==> src/rtl/erb_pkg.sv <==
// Shared definitions for the decode-stage branch resolver.
// Assumes 32-bit instructions with the opcode in 31:26.
package erb_pkg;
    typedef enum logic [1:0] {
        POL_STALL  = 2'd0,
        POL_PNT    = 2'd1,
        POL_DELAY  = 2'd2,
        POL_STALL2 = 2'd3
    } policy_e;

    localparam int unsigned INSTR_W = 32;
    localparam int unsigned OP_W    = 6;
    localparam int unsigned REG_W   = 5;
    localparam int unsigned DISP_W  = 16;

    localparam logic [OP_W-1:0] OP_BR_ZERO    = 6'h04;
    localparam logic [OP_W-1:0] OP_BR_NONZERO = 6'h05;
endpackage

==> src/rtl/erb_cond.sv <==
// Zero test and branch decode for the instruction in decode.
// Assumes rs_val_i is already forwarded for this instruction.
module erb_cond
    import erb_pkg::*;
#(
    parameter int unsigned XLEN = 32
) (
    input  logic            valid_i,
    input  logic [OP_W-1:0] op_i,
    input  logic [XLEN-1:0] rs_val_i,
    output logic            is_branch_o,
    output logic            taken_o
);
    logic is_zero;

    // Decide whether the entry is a branch and whether its condition holds.
    always_comb begin
        is_zero     = (rs_val_i == '0);
        is_branch_o = valid_i && ((op_i == OP_BR_ZERO) || (op_i == OP_BR_NONZERO));
        taken_o     = is_branch_o && ((op_i == OP_BR_ZERO) ? is_zero : !is_zero);
    end
endmodule

==> src/rtl/erb_target.sv <==
// Dedicated target adder: sequential PC plus scaled, sign-extended displacement.
// Assumes XLEN is at least DISP_W + 2.
module erb_target
    import erb_pkg::*;
#(
    parameter int unsigned XLEN = 32
) (
    input  logic [XLEN-1:0]   pc_plus4_i,
    input  logic [DISP_W-1:0] disp_i,
    output logic [XLEN-1:0]   target_o
);
    localparam int unsigned EXT_W = XLEN - DISP_W - 2;

    logic [XLEN-1:0] offset;

    // Sign extend, scale by four and add.
    always_comb begin
        offset   = {{EXT_W{disp_i[DISP_W-1]}}, disp_i, 2'b00};
        target_o = pc_plus4_i + offset;
    end
endmodule

==> src/rtl/erb_policy.sv <==
// Selects the next fetch address and the discard request for the chosen policy.
// Assumes branch_i/taken_i describe the instruction currently in decode.
module erb_policy
    import erb_pkg::*;
#(
    parameter int unsigned XLEN = 32
) (
    input  policy_e         policy_i,
    input  logic            branch_i,
    input  logic            taken_i,
    input  logic [XLEN-1:0] target_i,
    input  logic [XLEN-1:0] seq_pc_i,
    input  logic [XLEN-1:0] fetch_next_i,
    output logic [XLEN-1:0] next_pc_o,
    output logic            flush_o
);
    // Apply the stall, predict-not-taken or delay-slot rule.
    always_comb begin
        next_pc_o = fetch_next_i;
        flush_o   = 1'b0;
        if (branch_i) begin
            case (policy_i)
                POL_PNT: begin
                    if (taken_i) begin
                        next_pc_o = target_i;
                        flush_o   = 1'b1;
                    end
                end
                POL_DELAY: begin
                    if (taken_i) begin
                        next_pc_o = target_i;
                    end
                end
                default: begin
                    next_pc_o = taken_i ? target_i : seq_pc_i;
                    flush_o   = 1'b1;
                end
            endcase
        end
    end
endmodule

==> src/rtl/erb_unit.sv <==
// Decode-stage branch resolver: fetch PC register, fetch/decode register,
// zero test, target adder and policy select. Assumes policy_i is stable
// between resets and imem_rdata_i is the word at fetch_pc_o in the same cycle.
module erb_unit
    import erb_pkg::*;
#(
    parameter int unsigned     XLEN     = 32,
    parameter logic [XLEN-1:0] RESET_PC = '0
) (
    input  logic               clk,
    input  logic               rst_n,
    input  logic [1:0]         policy_i,
    input  logic [INSTR_W-1:0] imem_rdata_i,
    input  logic [XLEN-1:0]    rs_val_i,
    output logic [XLEN-1:0]    fetch_pc_o,
    output logic [INSTR_W-1:0] id_instr_o,
    output logic               id_valid_o,
    output logic [REG_W-1:0]   rs_idx_o,
    output logic               br_taken_o,
    output logic [XLEN-1:0]    next_pc_o,
    output logic               flush_o
);
    localparam logic [XLEN-1:0] STEP = XLEN'(4);

    logic [XLEN-1:0]    fetch_pc_q;
    logic [XLEN-1:0]    id_pc4_q;
    logic [INSTR_W-1:0] id_instr_q;
    logic               id_valid_q;
    logic               is_branch;
    logic [XLEN-1:0]    target;
    logic [XLEN-1:0]    fetch_pc4;

    assign fetch_pc4 = fetch_pc_q + STEP;

    erb_cond #(.XLEN(XLEN)) u_cond (
        .valid_i     (id_valid_q),
        .op_i        (id_instr_q[31:26]),
        .rs_val_i    (rs_val_i),
        .is_branch_o (is_branch),
        .taken_o     (br_taken_o)
    );

    erb_target #(.XLEN(XLEN)) u_target (
        .pc_plus4_i (id_pc4_q),
        .disp_i     (id_instr_q[15:0]),
        .target_o   (target)
    );

    erb_policy #(.XLEN(XLEN)) u_policy (
        .policy_i     (policy_e'(policy_i)),
        .branch_i     (is_branch),
        .taken_i      (br_taken_o),
        .target_i     (target),
        .seq_pc_i     (id_pc4_q),
        .fetch_next_i (fetch_pc4),
        .next_pc_o    (next_pc_o),
        .flush_o      (flush_o)
    );

    // Advance fetch and load decode, replacing a discarded fetch with a no-op.
    always_ff @(posedge clk) begin
        if (!rst_n) begin
            fetch_pc_q <= RESET_PC;
            id_pc4_q   <= RESET_PC;
            id_instr_q <= '0;
            id_valid_q <= 1'b0;
        end else begin
            fetch_pc_q <= next_pc_o;
            id_pc4_q   <= fetch_pc4;
            if (flush_o) begin
                id_instr_q <= '0;
                id_valid_q <= 1'b0;
            end else begin
                id_instr_q <= imem_rdata_i;
                id_valid_q <= 1'b1;
            end
        end
    end

    assign fetch_pc_o = fetch_pc_q;
    assign id_instr_o = id_instr_q;
    assign id_valid_o = id_valid_q;
    assign rs_idx_o   = id_instr_q[25:21];
endmodule

==> config.mk <==
export PLATFORM = sky130hd
export DESIGN_NAME = erb_unit
export DESIGN_NICKNAME = d
export VERILOG_FILES = /design/src/rtl/erb_pkg.sv /design/src/rtl/erb_cond.sv /design/src/rtl/erb_target.sv /design/src/rtl/erb_policy.sv /design/src/rtl/erb_unit.sv
export SDC_FILE = /design/constraint.sdc
export NUM_CORES = 1
export LEC_CHECK = 0
export BUFFER_PORTS_ARGS = -buffer_cell sky130_fd_sc_hd__buf_2
export CAP_MARGIN = 20
export CORE_ASPECT_RATIO = 1.2
export CORE_UTILIZATION = 32
export DETAILED_ROUTE_END_ITERATION = 16
export HOLD_SLACK_MARGIN = 0.02
export PLACE_DENSITY = 0.66
export SETUP_SLACK_MARGIN = 0.2
export SYNTH_ARGS = -nofsm -noshare
export SYNTH_HDL_FRONTEND = slang
export SYNTH_SLANG_ARGS = --single-unit
==> constraint.sdc <==
create_clock -name clk -period 2.5 [get_ports clk]
set_clock_uncertainty 0.1 [all_clocks]
set_input_delay 0 -clock clk [delete_from_list [all_inputs] [get_ports clk]]
set_output_delay 0 -clock clk [all_outputs]
set_load 0.02 [all_outputs]
[After elaboration in Yosys (flattened, before gate mapping)]
Index checks and enable logic that the tools add are counted.
Word-level totals
  register bits after elaboration: 97
  bits in latches: 0
  RAM bits: 0
  memory bits (read-only): 0
  bits of input ports: 68
  output and inout port bits: 104
  logic and storage cells: 27
  memories: 0
Cells by class
  add/sub/neg operators: 2
  multiply operators: 0
  div/mod/pow operators: 0
  magnitude comparators: 0
  equality and inequality tests: 4
  shift operators: 0
  muxes and demuxes: 9
  bitwise logic cells: 1
  reduce and logical (&&, ||, !) cells: 7
Operators by type and width (number)
  $mux 32: 4
  $add 32x3->32 const B: 1
  $add 32x32->32: 1
  $logic_not 32->1: 1
  $eq 6x3->1 const B: 2
  $mux 1: 4
  $reduce_or 2->1: 2
  $eq 2x1->1 const B: 1
  $eq 2x2->1 const B: 1
  $logic_and 1x1->1: 2
  $pmux 1 s2: 1
  $logic_not 1->1: 1
  $logic_or 1x1->1: 1
  $not 1->1: 1

[Depth between registers and ports, before layout]
Gate-level depths: netlist (run 1).
  depth after elaboration: 8
  depth in mapped cells: 10
  depth with buffers taken out: 9

[Hierarchy]
From an unflattened synthesis (run 1), not the netlist that was laid out.
Second synthesis, totals
  cells, all modules: 763
  area, all modules: 6362.4 um^2
Modules (own cells, without submodules)
  erb_unit: times used 1, cells an instance 323, area an instance 3423.3 um^2, seq. area each 1941.9 um^2
  erb_target: times used 1, cells an instance 274, area an instance 1906.8 um^2, seq. area each 0.0 um^2
  erb_policy: times used 1, cells an instance 151, area an instance 923.4 um^2, seq. area each 0.0 um^2
  erb_cond: times used 1, cells an instance 15, area an instance 108.9 um^2, seq. area each 0.0 um^2

[Worst setup path after synthesis (run 1)]
No wires, ideal clock.
  kind: reg2reg
  start point: register id_instr_q[15] (netlist: id_instr_o[15])
  end point: register fetch_pc_q[30] (netlist: fetch_pc_o[30])
  library setup time: 74 ps
  data arrival time: 2646 ps
  required time: 2326 ps
  setup slack: -320 ps
  stages on the path, launching flop included: 9
  path buffers: 1
  clock period less this slack: 2820 ps
  cell sequence: dfxtp_1 ha_1 clkbuf_1 a21o_1 a21o_1 a221oi_1 a211oi_1 or4_1 a31oi_1
On the way
  cells in the longest elaborated chain, start to end: 4
  elaborated cells on any way between the ends: 5
  those cells by class: 1 x add/sub; 4 x mux
RTL lines
  start: declaration: line erb_unit.sv:27  | logic [INSTR_W-1:0] id_instr_q;
  start signal: assignment: line erb_unit.sv:74  | id_instr_q <= imem_rdata_i;
  $add 32x32->32 (*): line erb_target.sv:19  | target_o = pc_plus4_i + offset;
  $mux 32 (on tied branches): line erb_policy.sv:35, erb_policy.sv:24, erb_policy.sv:30
  $mux 32 (*)
  $mux 32 (*): line erb_policy.sv:21  | if (branch_i) begin
  end signal: assignment: line erb_unit.sv:68  | fetch_pc_q <= next_pc_o;
  end: declaration: line erb_unit.sv:25  | logic [XLEN-1:0] fetch_pc_q;
Every way passes the cells marked *; elsewhere a longest branch is shown, timed or not.
A chain may end at the register's enable or synchronous reset.

[Worst setup path after layout (run 1)]
  start point: register id_instr_q[0] (netlist: id_instr_o[0])
  end point: output next_pc_o[28]
On the way
  cells in the longest elaborated chain, start to end: 4
  elaborated cells on any way between the ends: 5
  those cells by class: 1 x add/sub; 4 x mux
RTL lines
  $add 32x32->32 (*): line erb_target.sv:19
  $mux 32 (on tied branches): line erb_policy.sv:35, erb_policy.sv:24, erb_policy.sv:30
  $mux 32 (*)
  $mux 32 (*): line erb_policy.sv:21
  end: declaration: line erb_unit.sv:20  | output logic [XLEN-1:0] next_pc_o,
Marked as above.

==> results of run 1 <==
==> per-layer routing <==
| metal | part of all wire, % | vias to the layer above | global-route usage [%] |
|---|---|---|---|
| li1 | - | 3155 | - |
| met1 | 40 | 3260 | 27.7 |
| met2 | 50 | 316 | 39.9 |
| met3 | 5.9 | 88 | 4.52 |
| met4 | 3.8 | 0 | 10.5 |
| met5 | 0 | - | 0 |
==> how the worst min path moves through the flow <==
stage               cells after the start             start                        end
finish                                  3   imem_rdata_i[4]   id_instr_o[4]$_SDFF_PP0_
global route                            3   imem_rdata_i[3]   id_instr_o[3]$_SDFF_PP0_
CTS                                     3   imem_rdata_i[4]   id_instr_o[4]$_SDFF_PP0_
detailed placement                      2  imem_rdata_i[15]  id_instr_o[15]$_SDFF_PP0_
global placement                        2  imem_rdata_i[24]  id_instr_o[24]$_SDFF_PP0_
floorplan                               1   imem_rdata_i[0]   id_instr_o[0]$_SDFF_PP0_
==> synth_stat cells (16+ instances only) <==
cell type,instances
a21oi_1,37
nor4_1,16
o21ai_0,23
dfxtp_1,97
nand2_1,41
nand3_1,27
xnor2_1,23
ha_1,32
xor2_1,21
nor2_1,58
inv_1,17
and2_1,53
clkbuf_1,19
==> final cells by class <==
type                       count  area (sq um)  area share, %
clock buffer                   9           225           2.29
timing repair buffer         351          2660           27.1
sequential                    97          1970           20.1
clock inverter                 7          98.8           1.00
tap                          220           275           2.80
multi-input combinational    535          4530           46.0
inverter                      18          75.1          0.763
==> timing repair <==
item	in CTS	in global routing
gates resized for setup	171	88
setup endpoints to repair	87	53
hold buffers	33	0
hold endpoints to repair	33	0
setup buffers	28	29
cloned	0	1
pin swaps	65	66
==> placed cells by master (no fill, tap or decap), types with 14 or more instances in the layout <==
cell / count
nand4_1: 14
a21oi_2: 15
buf_6: 54
dfxtp_1: 80
buf_2: 141
nand2_1: 39
and2_1: 53
ha_4: 16
buf_4: 115
dlygate4sd3_1: 33
a21oi_1: 20
nor2_1: 53
and3_1: 14
inv_1: 15
nand3_1: 17
xor2_1: 16
xnor2_1: 20
nor4_1: 14
==> sequential cells by signal, indices dropped and copies added, names as in the netlist <==
signal,count
fetch_pc_o,32
id_instr_o,32
id_pc4_q,32
id_valid_o,1
==> cells by family (layout without fill, tap and decap cells) <==
family,after synthesis,after routing
adder cells (fa/ha/maj),33,33
buffers and inverters,52,385
multiplexers,6,6
AO/OA/AOI/OAI,175,175
XOR/XNOR,44,44
flip-flops,97,97
AND/OR/NAND/NOR,277,277
==> critical path, stage by stage (launching register included) <==
cell      delay, ns
dfxtp_4        0.35
ha_4           0.16
fa_2           0.37
a211oi_4       0.27
o21ai_2        0.12
buf_4          0.16
a21oi_4        0.19
nor3_4         0.08
o211ai_1       0.32
a211o_1        0.22
nand3_2        0.08
buf_6          0.14
==> power by group <==
| group | internal, mW | leakage, nW | total [mW] | switching [mW] |
|---|---|---|---|---|
| Sequential | 1.60 | 0.799 | 1.65 | 0.0506 |
| Combinational | 0.377 | 3.49 | 0.797 | 0.420 |
| Clock | 0.806 | 0.154 | 1.51 | 0.701 |
| Total | 2.78 | 4.44 | 3.95 | 1.17 |
==> metrics by stage <==
stage          std cells  setup TNS, ns  instance area [sq um]  hold WS (ns)
4_1_cts             1207          -6.45                   9190         0.254
3_3_place_gp        1130         -0.445                   7590        0.0989
2_1_floorplan        684              0                   5910        0.0209
5_1_grt             1237         -12.07                   9840         0.276
6_report            1237          -8.80                   9840         0.263
3_5_place_dp        1130          -1.54                   7590         0.101
==> key figures, run 1 <==
Run status
  • Status: finished, violations left
  • Failing checks: setup timing

Route
  • Antenna violation net count after detailed routing: 0
  • Vias/cell: roughly 5.5
  • Via count: roughly 7000
  • DRC viols: 0
  • Drt first pass iters: 5
  • DRT iter0 DRCs: 540
  • Routed WL: between 20000 and 25000 um
  • Routed wire per std cell: 18.7 um

Clocking
  • CTS tree: done
  • CTS max path bufs: 2
  • CTS Buf Count: 9
  • Clk_lat worst skew: 0.36 ns
  • CTS sink cnt: 97
  • CTS Root Cell: clkbuf_16
  • H-Tree Depth: 3
  • Clock Pin Slew Worst Setup and Hold Paths: 0.08 ns

Layout
  • Layout cell share with drive strength beyond 1: 48.6%
  • Final net count: 1113
  • Layout overhead on the synthesized area: 71.3%
  • Diode count: 0
  • Fillers: 1472
  • Final core occ: 56.0%

Synthesis
  • Synth unique cells: 67
  • Adder-Cell Fraction of Synth Area: 7.32%
  • Synthesis Warnings: 0
  • XOR/XNOR Fraction of Synth Area: 6.71%
  • Share of the synthesized area in the top cell type: 33.8%
  • Yosys reg bits: 97
  • Synth Area in Simple Gates: 25.8%
  • Post-synth top area cell: dfxtp_1
  • Top post-synthesis cells by area: dfxtp_1 (34%), ha_1 (7.0%), and2_1 (5.8%)
  • Main synth FF type: dfxtp_1
  • Compound-cell area share of the yosys netlist: 21.0%
  • Syn_area_per_cell: 8.40 sq um
  • Synth async-reset ratio: 0%
  • Mapped Area: 5740 sq um
  • Post-synthesis sequential area ratio: 33.8%
  • Cells after Synth: 684
  • Mux cell area share after synthesis: 1.07%
  • Syn_nets: 785
  • Largest family of logic cells by synthesized area: simple AND/OR/NAND/NOR gates
  • Post-synth EDFFs: 0

Floorplanning
  • Row count: 53
  • Die height: about 150 um
  • Initial Util: approximately a third
  • IO Count: between 150 and 200
  • Die area: 18500 sq um
  • Die width: 124 um
  • Placeable Area: between 15000 and 20000 sq um

Setup path
  • Critical path arrival: 2.83 ns
  • Crit path kind: reg -> out
  • FF-to-FF End: fetch_pc_o[27]$_SDFF_PN0_
  • Crit path max fanout: 4
  • Critical Path Start: id_instr_o[0]$_SDFF_PP0_
  • R2R depth: 13
  • Reg2Reg Launch Point: id_instr_o[8]$_SDFF_PP0_
  • Critical path startpoint category: register
  • Crit path capture: next_pc_o[28]
  • Worst path required time: 2.40 ns
  • Reg2Reg Setup Slack: -0.27 ns
  • CP Capture Type: output port

Pwr
  • Power Dens Cells: 402 nW/um^2
  • P_leak: ~4.4 nW
  • Total Power: between 3 and 4 mW
  • Peak VDD IR: 0.302 mV

GRT
  • Largest net degree at the start of global routing: 41
  • GRT Util Overall: 23.1%
  • GRT overflow: 0
  • First-pass GRT wire length: 33700 um
  • Vias in the first global route: roughly 6400
  • Initial antenna violation count: 0

STA
  • Final hold vios: 0
  • Slew @ Worst Pin: 0.607 ns
  • RSZ-0062 raised after global routing: yes
  • Fmax: 0.342 GHz
  • Final min period: around 3 ns
  • Period utilization: 117%
  • Final Worst Setup Slack: -0.427 ns
  • Worst relative slew slack: 59.5%
  • Setup-failing EPs final: 36
  • Final Max Tran Viols: 0

Placed design
  • Routability Congestion: 0.911
  • HPWL Detailed: 15400 um
  • # port buffers: 171
  • Place WS: -0.118 ns

Flow run
  • MaxCap Viol Count: 0

Hold path
  • Worst Hold Class: in -> reg
Power figures use the tool's default switching activity.
==> run 2: changes to the inputs <==
Settings changed: SKIP_CTS_REPAIR_TIMING set to 1.
==> run 2 against run 1 <==
The flow still finishes with violations (setup timing). Count of clock-buffer cells in the layout is the same. Worst hold slack got worse by 0.020 ns. Via count decreased by 2.6%. Sequential power hardly changed. Combinational power fell by 4.9%. Register-to-register slack improved by 0.13 ns. Global-route usage decreased by 2.3 points. Maximum frequency rose by 0.85%. Flip-flop and latch count unchanged. Cell area shrank 4.0%. Sequential share of layout area increased by 0.73 points. Critical endpoint is now next_pc_o[30]. Largest power group unchanged.
==> key figures, run 2 (synthesis gave the netlist of run 1 again) <==
Run status
  • Status: finished, violations left
  • Failing checks: setup timing

Placed design
  • Post-DP Area: 7590 sq um (unchanged)
  • Routability Congestion: 0.911 (unchanged)
  • Placed insts: 1130 (unchanged)
  • HPWL Detailed: 15400 um (unchanged)
  • # port buffers: 171 (unchanged)
  • Place WS: -0.118 ns (unchanged)

Route
  • Drt first pass iters: 7 (+2)
  • Antenna violation net count after detailed routing: 0 (unchanged)
  • DRT iter0 DRCs: 435 (-19%)
  • Via count: 6639 (-2.6%)
  • Routed wire per std cell: 18.2 um (-2.7%)
  • Vias/cell: 5.42 (-1.7%)
  • DRC viols: 0 (unchanged)
  • Routed WL: 22300 um (-3.6%)

Pwr
  • Switching Share: 29.5% (-0.19 points)
  • P_leak: 4.33 nW (-2.4%)
  • Switch Pwr: 1.15 mW (-1.7%)
  • Total Power: 3.91 mW (-1.1%)
  • Internal cell power: 2.76 mW (-0.79%)
  • Clock power share: 38.6% (+0.5 points)
  • Power Dens Cells: 414 nW/um^2 (+3.0%)
  • Sequential power share: 42.1% (+0.4 points)
  • Peak VDD IR: 0.311 mV (+3.1%)
  • Comb pwr share: 19.4% (-0.8 points)

Layout
  • Fin area: 9450 sq um (-4.0%)
  • Layout cell share with drive strength beyond 1: 44.9% (-3.7 points)
  • Diode count: 0 (unchanged)
  • Final Non-Filler Cells: 1225 (-0.97%)
  • Commonest non-fill, non-tap cells in the layout: buf_2 (145), buf_4 (119), dfxtp_1 (86), nor2_1 (56), and2_1 (53)
  • Final net count: 1101 (-1.1%)
  • Commonest non-fill, non-tap cell in the layout: buf_2
  • Layout overhead on the synthesized area: 64.5%

STA
  • Period utilization: 116% (-0.98 points)
  • Final hold vios: 0 (unchanged)
  • Final min period: 2.90 ns (-0.0246 ns)
  • Worst relative slew slack: 60.8% (+1.2 points)
  • Final Worst Setup Slack: -0.402 ns (+0.0246 ns)
  • Setup-failing EPs final: 29 (-19%)
  • Final Max Tran Viols: 0 (unchanged)
  • RSZ-0062 raised after global routing: yes
  • Fmax: 0.345 GHz (+0.85%)
  • Slew @ Worst Pin: 0.588 ns (-0.0183 ns)
  • Setup tns final: -7.12 ns (+1.68 ns)

Clocking
  • CTS Buf Count: 9 (unchanged)
  • Clk_lat worst skew: 0.36 ns (about the same)
  • CTS tree: done
  • CTS max path bufs: 2 (unchanged)
  • CTS sink cnt: 97 (unchanged)
  • CTS Root Cell: clkbuf_16
  • H-Tree Depth: 3 (unchanged)
  • Clock Pin Slew Worst Setup and Hold Paths: 0.07 ns (about the same)

Floorplanning
  • Die width: 124 um (unchanged)
  • IO Count: 172 (unchanged)
  • Die area: 18500 sq um (unchanged)
  • Initial Util: 32.7% (unchanged)
  • Row count: 53 (unchanged)
  • Die height: 149 um (unchanged)
  • Placeable Area: 17600 sq um (unchanged)

GRT
  • GRT overflow: 0 (unchanged)
  • Initial antenna violation count: 0 (unchanged)
  • First-pass GRT wire length: 30400 um (-9.9%)
  • Largest net degree at the start of global routing: 41 (unchanged)
  • GRT Util Overall: 20.8% (-2.3 points)
  • Vias in the first global route: 5783 (-9.8%)

Setup path
  • Crit path kind: reg -> out
  • Critical Path Start: id_instr_o[15]$_SDFF_PP0_
  • Critical path arrival: 2.80 ns (-0.03 ns)
  • Crit path max fanout: 6 (+2)
  • Reg2Reg Launch Point: id_instr_o[15]$_SDFF_PP0_
  • Worst path required time: 2.40 ns (about the same)
  • Critical path startpoint category: register
  • CP Capture Type: output port

Hold path
  • Hold path start: policy_i[0]
  • Worst Hold Class: in -> reg

Flow run
  • MaxCap Viol Count: 0 (unchanged)
## run 2: changes by cell type in the layout (fill, tap and decap cells not counted), sizes merged
cell,previous run,this run
clkbuf,10,9
buf,317,306
## run 2: layout make-up
| type | instances | area, sq um |
|---|---|---|
| fill | 1558 | 8130 |
| multi-input combinational | 535 | 4340 |
| timing repair buffer | 339 | 2480 |
| sequential | 97 | 1960 |
| tap | 220 | 275 |
| clock buffer | 9 | 225 |
| clock inverter | 7 | 98.8 |
| inverter | 18 | 72.6 |
## run 2: final timing paths
path / endpoint / slack, ns / cells after the start
worst max-delay path: next_pc_o[30] / -0.40 / 9
worst min-delay path: id_instr_o[0]$_SDFF_PP0_ / 0.24 / 5
worst max register to register: fetch_pc_o[30]$_SDFF_PN0_ / -0.14 / 9
worst min register to register: id_pc4_q[0]$_SDFF_PN0_ / 0.40 / 1
## run 2: metal layers
layer,up-vias,global-route usage [%],part of all wire (%)
met5,-,0,0
met4,0,9.34,2.9
met3,51,3.84,5.3
met2,261,34.5,51
met1,3186,26.2,41
li1,3141,-,-
## run 2: power groups by stage
stage               logic [mW]  clock network (mW)  registers [mW]
floorplan                0.286                   0            1.72
global placement         0.587                   0            1.67
detailed placement       0.593                   0            1.67
CTS                      0.596                1.53            1.64
global route             0.805                1.60            1.65
finish                   0.758                1.51            1.64
## run 2: critical path: stages (launching register included)
cell and delay, ns:
dfxtp_4 0.39, buf_4 0.15, ha_1 0.30, a21o_1 0.21, a21o_1 0.20, a211oi_2 0.36
a211oi_4 0.13, or4_4 0.51, nand3_2 0.10, buf_6 0.11
## run 2: metrics by stage
| step | util [%] | hold WS, ns |
|---|---|---|
| 5_1_grt | 53.8 | 0.266 |
| 3_3_place_gp | 43.2 | 0.0989 |
| 3_5_place_dp | 43.2 | 0.101 |
| 4_1_cts | 45.0 | -0.279 |
| 6_report | 53.8 | 0.243 |
| 2_1_floorplan | - | 0.0209 |
==> run 3: changes to the inputs <==
Settings changed: RECOVER_POWER set to 100.
==> run 3 against run 2 <==
The flow still finishes with violations (setup timing). First-iteration DRC count grew 15%. Critical path depth grew 1. Clock power is essentially flat. Global-route usage is the same. Via count shrank 0.15%. Utilization shrank 0.21 points. Non-clock buffer count is the same. Critical path type unchanged. Largest power group unchanged. Highest routed layer unchanged.
==> key figures, run 3 (synthesis gave the netlist of run 1 again) <==
Placed design
  • # port buffers: 171 (unchanged)
  • HPWL Detailed: 15400 um (unchanged)
  • Routability Congestion: 0.911 (unchanged)
  • Post-DP Area: 7590 sq um (unchanged)

Layout
  • Layout overhead on the synthesized area: 63.9%
  • Fin area: 9410 sq um (-0.38%)
  • Diode count: 0 (unchanged)
  • Commonest non-fill, non-tap cell in the layout: buf_2
  • Commonest non-fill, non-tap cells in the layout: buf_2 (119), buf_4 (118), dfxtp_1 (86), nor2_1 (56), and2_1 (52)
  • Layout cell share with drive strength beyond 1: 42.2% (-2.7 points)
  • Final core occ: 53.6% (-0.21 points)
  • Final net count: 1101 (unchanged)
  • Fillers: 1573 (+0.96%)

STA
  • Worst relative slew slack: 14.1% (-47 points)
  • Setup tns final: -7.13 ns (-0.00894 ns)
  • Final Max Tran Viols: 0 (unchanged)
  • Final hold vios: 0 (unchanged)
  • Slew @ Worst Pin: 1.29 ns (+0.699 ns)
  • RSZ-0062 raised after global routing: yes
  • Setup-failing EPs final: 29 (unchanged)
  • Fmax: 0.345 GHz (about the same)
  • Final Worst Setup Slack: -0.402 ns (+0.000183 ns)
  • Period utilization: 116% (about the same)
  • Final min period: 2.90 ns (-0.000183 ns)

Clocking
  • Clock Pin Slew Worst Setup and Hold Paths: 0.08 ns (about the same)
  • Clk_lat worst skew: 0.36 ns (about the same)
  • CTS max path bufs: 2 (unchanged)
  • H-Tree Depth: 3 (unchanged)
  • CTS sink cnt: 97 (unchanged)
  • CTS Root Cell: clkbuf_16
  • CTS Buf Count: 9 (unchanged)
  • CTS tree: done

Pwr
  • Peak VDD IR: 0.311 mV (about the same)
  • P_leak: 4.23 nW (-2.3%)
  • Power Dens Cells: 414 nW/um^2 (about the same)
  • Switch Pwr: 1.15 mW (-0.53%)
  • Comb pwr share: 19.3% (about the same)
  • Sequential power share: 42.2% (about the same)
  • Internal cell power: 2.75 mW (-0.25%)
  • Clock power share: 38.5% (about the same)
  • Total Power: 3.90 mW (-0.33%)
  • Switching Share: 29.4% (-0.057 points)

GRT
  • GRT Util Overall: 20.8% (unchanged)
  • First-pass GRT wire length: 30400 um (unchanged)
  • Largest net degree at the start of global routing: 41 (unchanged)
  • Vias in the first global route: 5783 (unchanged)
  • Initial antenna violation count: 0 (unchanged)
  • GRT overflow: 0 (unchanged)

Route
  • Routed WL: 22300 um (-0.14%)
  • DRT iter0 DRCs: 500 (+15%)
  • Antenna violation net count after detailed routing: 0 (unchanged)
  • Drt first pass iters: 5 (-2)
  • Routed wire per std cell: 18.2 um (-0.14%)
  • DRC viols: 0 (unchanged)
  • Via count: 6629 (-0.15%)
  • Vias/cell: 5.41 (-0.15%)

Setup path
  • Worst path required time: 2.40 ns (about the same)
  • Slowest-stage cell, CP: or4_4
  • CP Cell Sequence: buf_4, fa_2, a211oi_2, o21ai_2, a211oi_2, or2_4, a211oi_4, or4_4, nand3_2, buf_6
  • Crit path max fanout: 3 (-3)
  • Reg2Reg Launch Point: id_instr_o[1]$_SDFF_PP0_
  • Reg2Reg Setup Slack: -0.14 ns (about the same)
  • Crit path kind: reg -> out
  • Critical path arrival: 2.80 ns (about the same)
  • CP Capture Type: output port
  • Crit path buf inv count: 2 (unchanged)
  • Critical path startpoint category: register
  • CP top delay family: simple AND/OR/NAND/NOR gates
  • Most frequent CP cell: a211oi_2
  • R2R depth: 10 (+1)
  • Max stage delay on crit path: 0.51 ns (about the same)
  • FF-to-FF End: fetch_pc_o[30]$_SDFF_PN0_

Floorplanning
  • Die area: 18500 sq um (unchanged)
  • Initial Util: 32.7% (unchanged)
  • Die height: 149 um (unchanged)
  • Placeable Area: 17600 sq um (unchanged)
  • IO Count: 172 (unchanged)
  • Row count: 53 (unchanged)
  • Die width: 124 um (unchanged)

Hold path
  • WHS Endpoint: id_instr_o[0]$_SDFF_PP0_
  • Worst Hold Class: in -> reg
  • Hold path start: policy_i[0]
  • Hold Crit Depth: 5 (unchanged)

Run status
  • Status: finished, violations left
  • Failing checks: setup timing

Flow run
  • MaxCap Viol Count: 0 (unchanged)
[run 3: cell count changes in the layout (fill, tap and decap cells not counted), sizes merged]
cell	delta
buf	-27
clkbuf	+27
[run 3: worst min-delay path: cells and delay by family]
| kind | cells | cell delay, ns |
|---|---|---|
| adder cells (fa/ha/maj) | 1 | 0.19 |
| AO/OA/AOI/OAI | 1 | 0.10 |
| buffers and inverters | 1 | 0.09 |
| AND/OR/NAND/NOR | 2 | 0.30 |
[run 3: how the worst max path moves through the flow]
stage                                        start                        end  depth (start not counted)
final                     id_instr_o[1]$_SDFF_PP0_              next_pc_o[30]                         10
after global routing      id_instr_o[0]$_SDFF_PP0_              next_pc_o[30]                         10
after CTS                 id_instr_o[0]$_SDFF_PP0_              next_pc_o[10]                         10
after floorplan           id_instr_o[0]$_SDFF_PP0_  fetch_pc_o[18]$_SDFF_PN0_                          9
after detailed placement  id_instr_o[0]$_SDFF_PP0_  fetch_pc_o[10]$_SDFF_PN0_                          9
after global placement    id_instr_o[0]$_SDFF_PP0_  fetch_pc_o[10]$_SDFF_PN0_                          9
[run 3: metal layers]
layer	vias to the layer above	GRT usage, %	wire (um)
met5	-	0	0
met4	0	9.34	768
met3	61	3.84	1220
met2	263	34.5	11200
met1	3176	26.2	9120
li1	3129	-	-
[run 3: final cells by class]
| cell class | count | area (sq um) | share of cell area, % |
|---|---|---|---|
| clock buffer | 9 | 225 | 2.39 |
| clock inverter | 7 | 98.8 | 1.05 |
| inverter | 18 | 72.6 | 0.771 |
| multi-input combinational | 535 | 4340 | 46.1 |
| sequential | 97 | 1960 | 20.9 |
| tap | 220 | 275 | 2.92 |
| timing repair buffer | 339 | 2440 | 25.9 |
[run 3: per-stage QoR]
stage,setup WS (ns),hold WS [ns],instances
2_1_floorplan,0.0596,0.0209,684
3_3_place_gp,-0.0692,0.0989,1130
3_5_place_dp,-0.118,0.101,1130
4_1_cts,-0.494,-0.279,1146
5_1_grt,-0.505,0.266,1225
6_report,-0.402,0.243,1225
[run 3: power groups by stage]
| stage | combinational [mW] | clock, mW | sequential [mW] |
|---|---|---|---|
| finish | 0.750 | 1.50 | 1.64 |
| floorplan | 0.286 | 0 | 1.72 |
| global placement | 0.587 | 0 | 1.67 |
| CTS | 0.596 | 1.53 | 1.64 |
| detailed placement | 0.593 | 0 | 1.67 |
| global route | 0.799 | 1.60 | 1.65 |
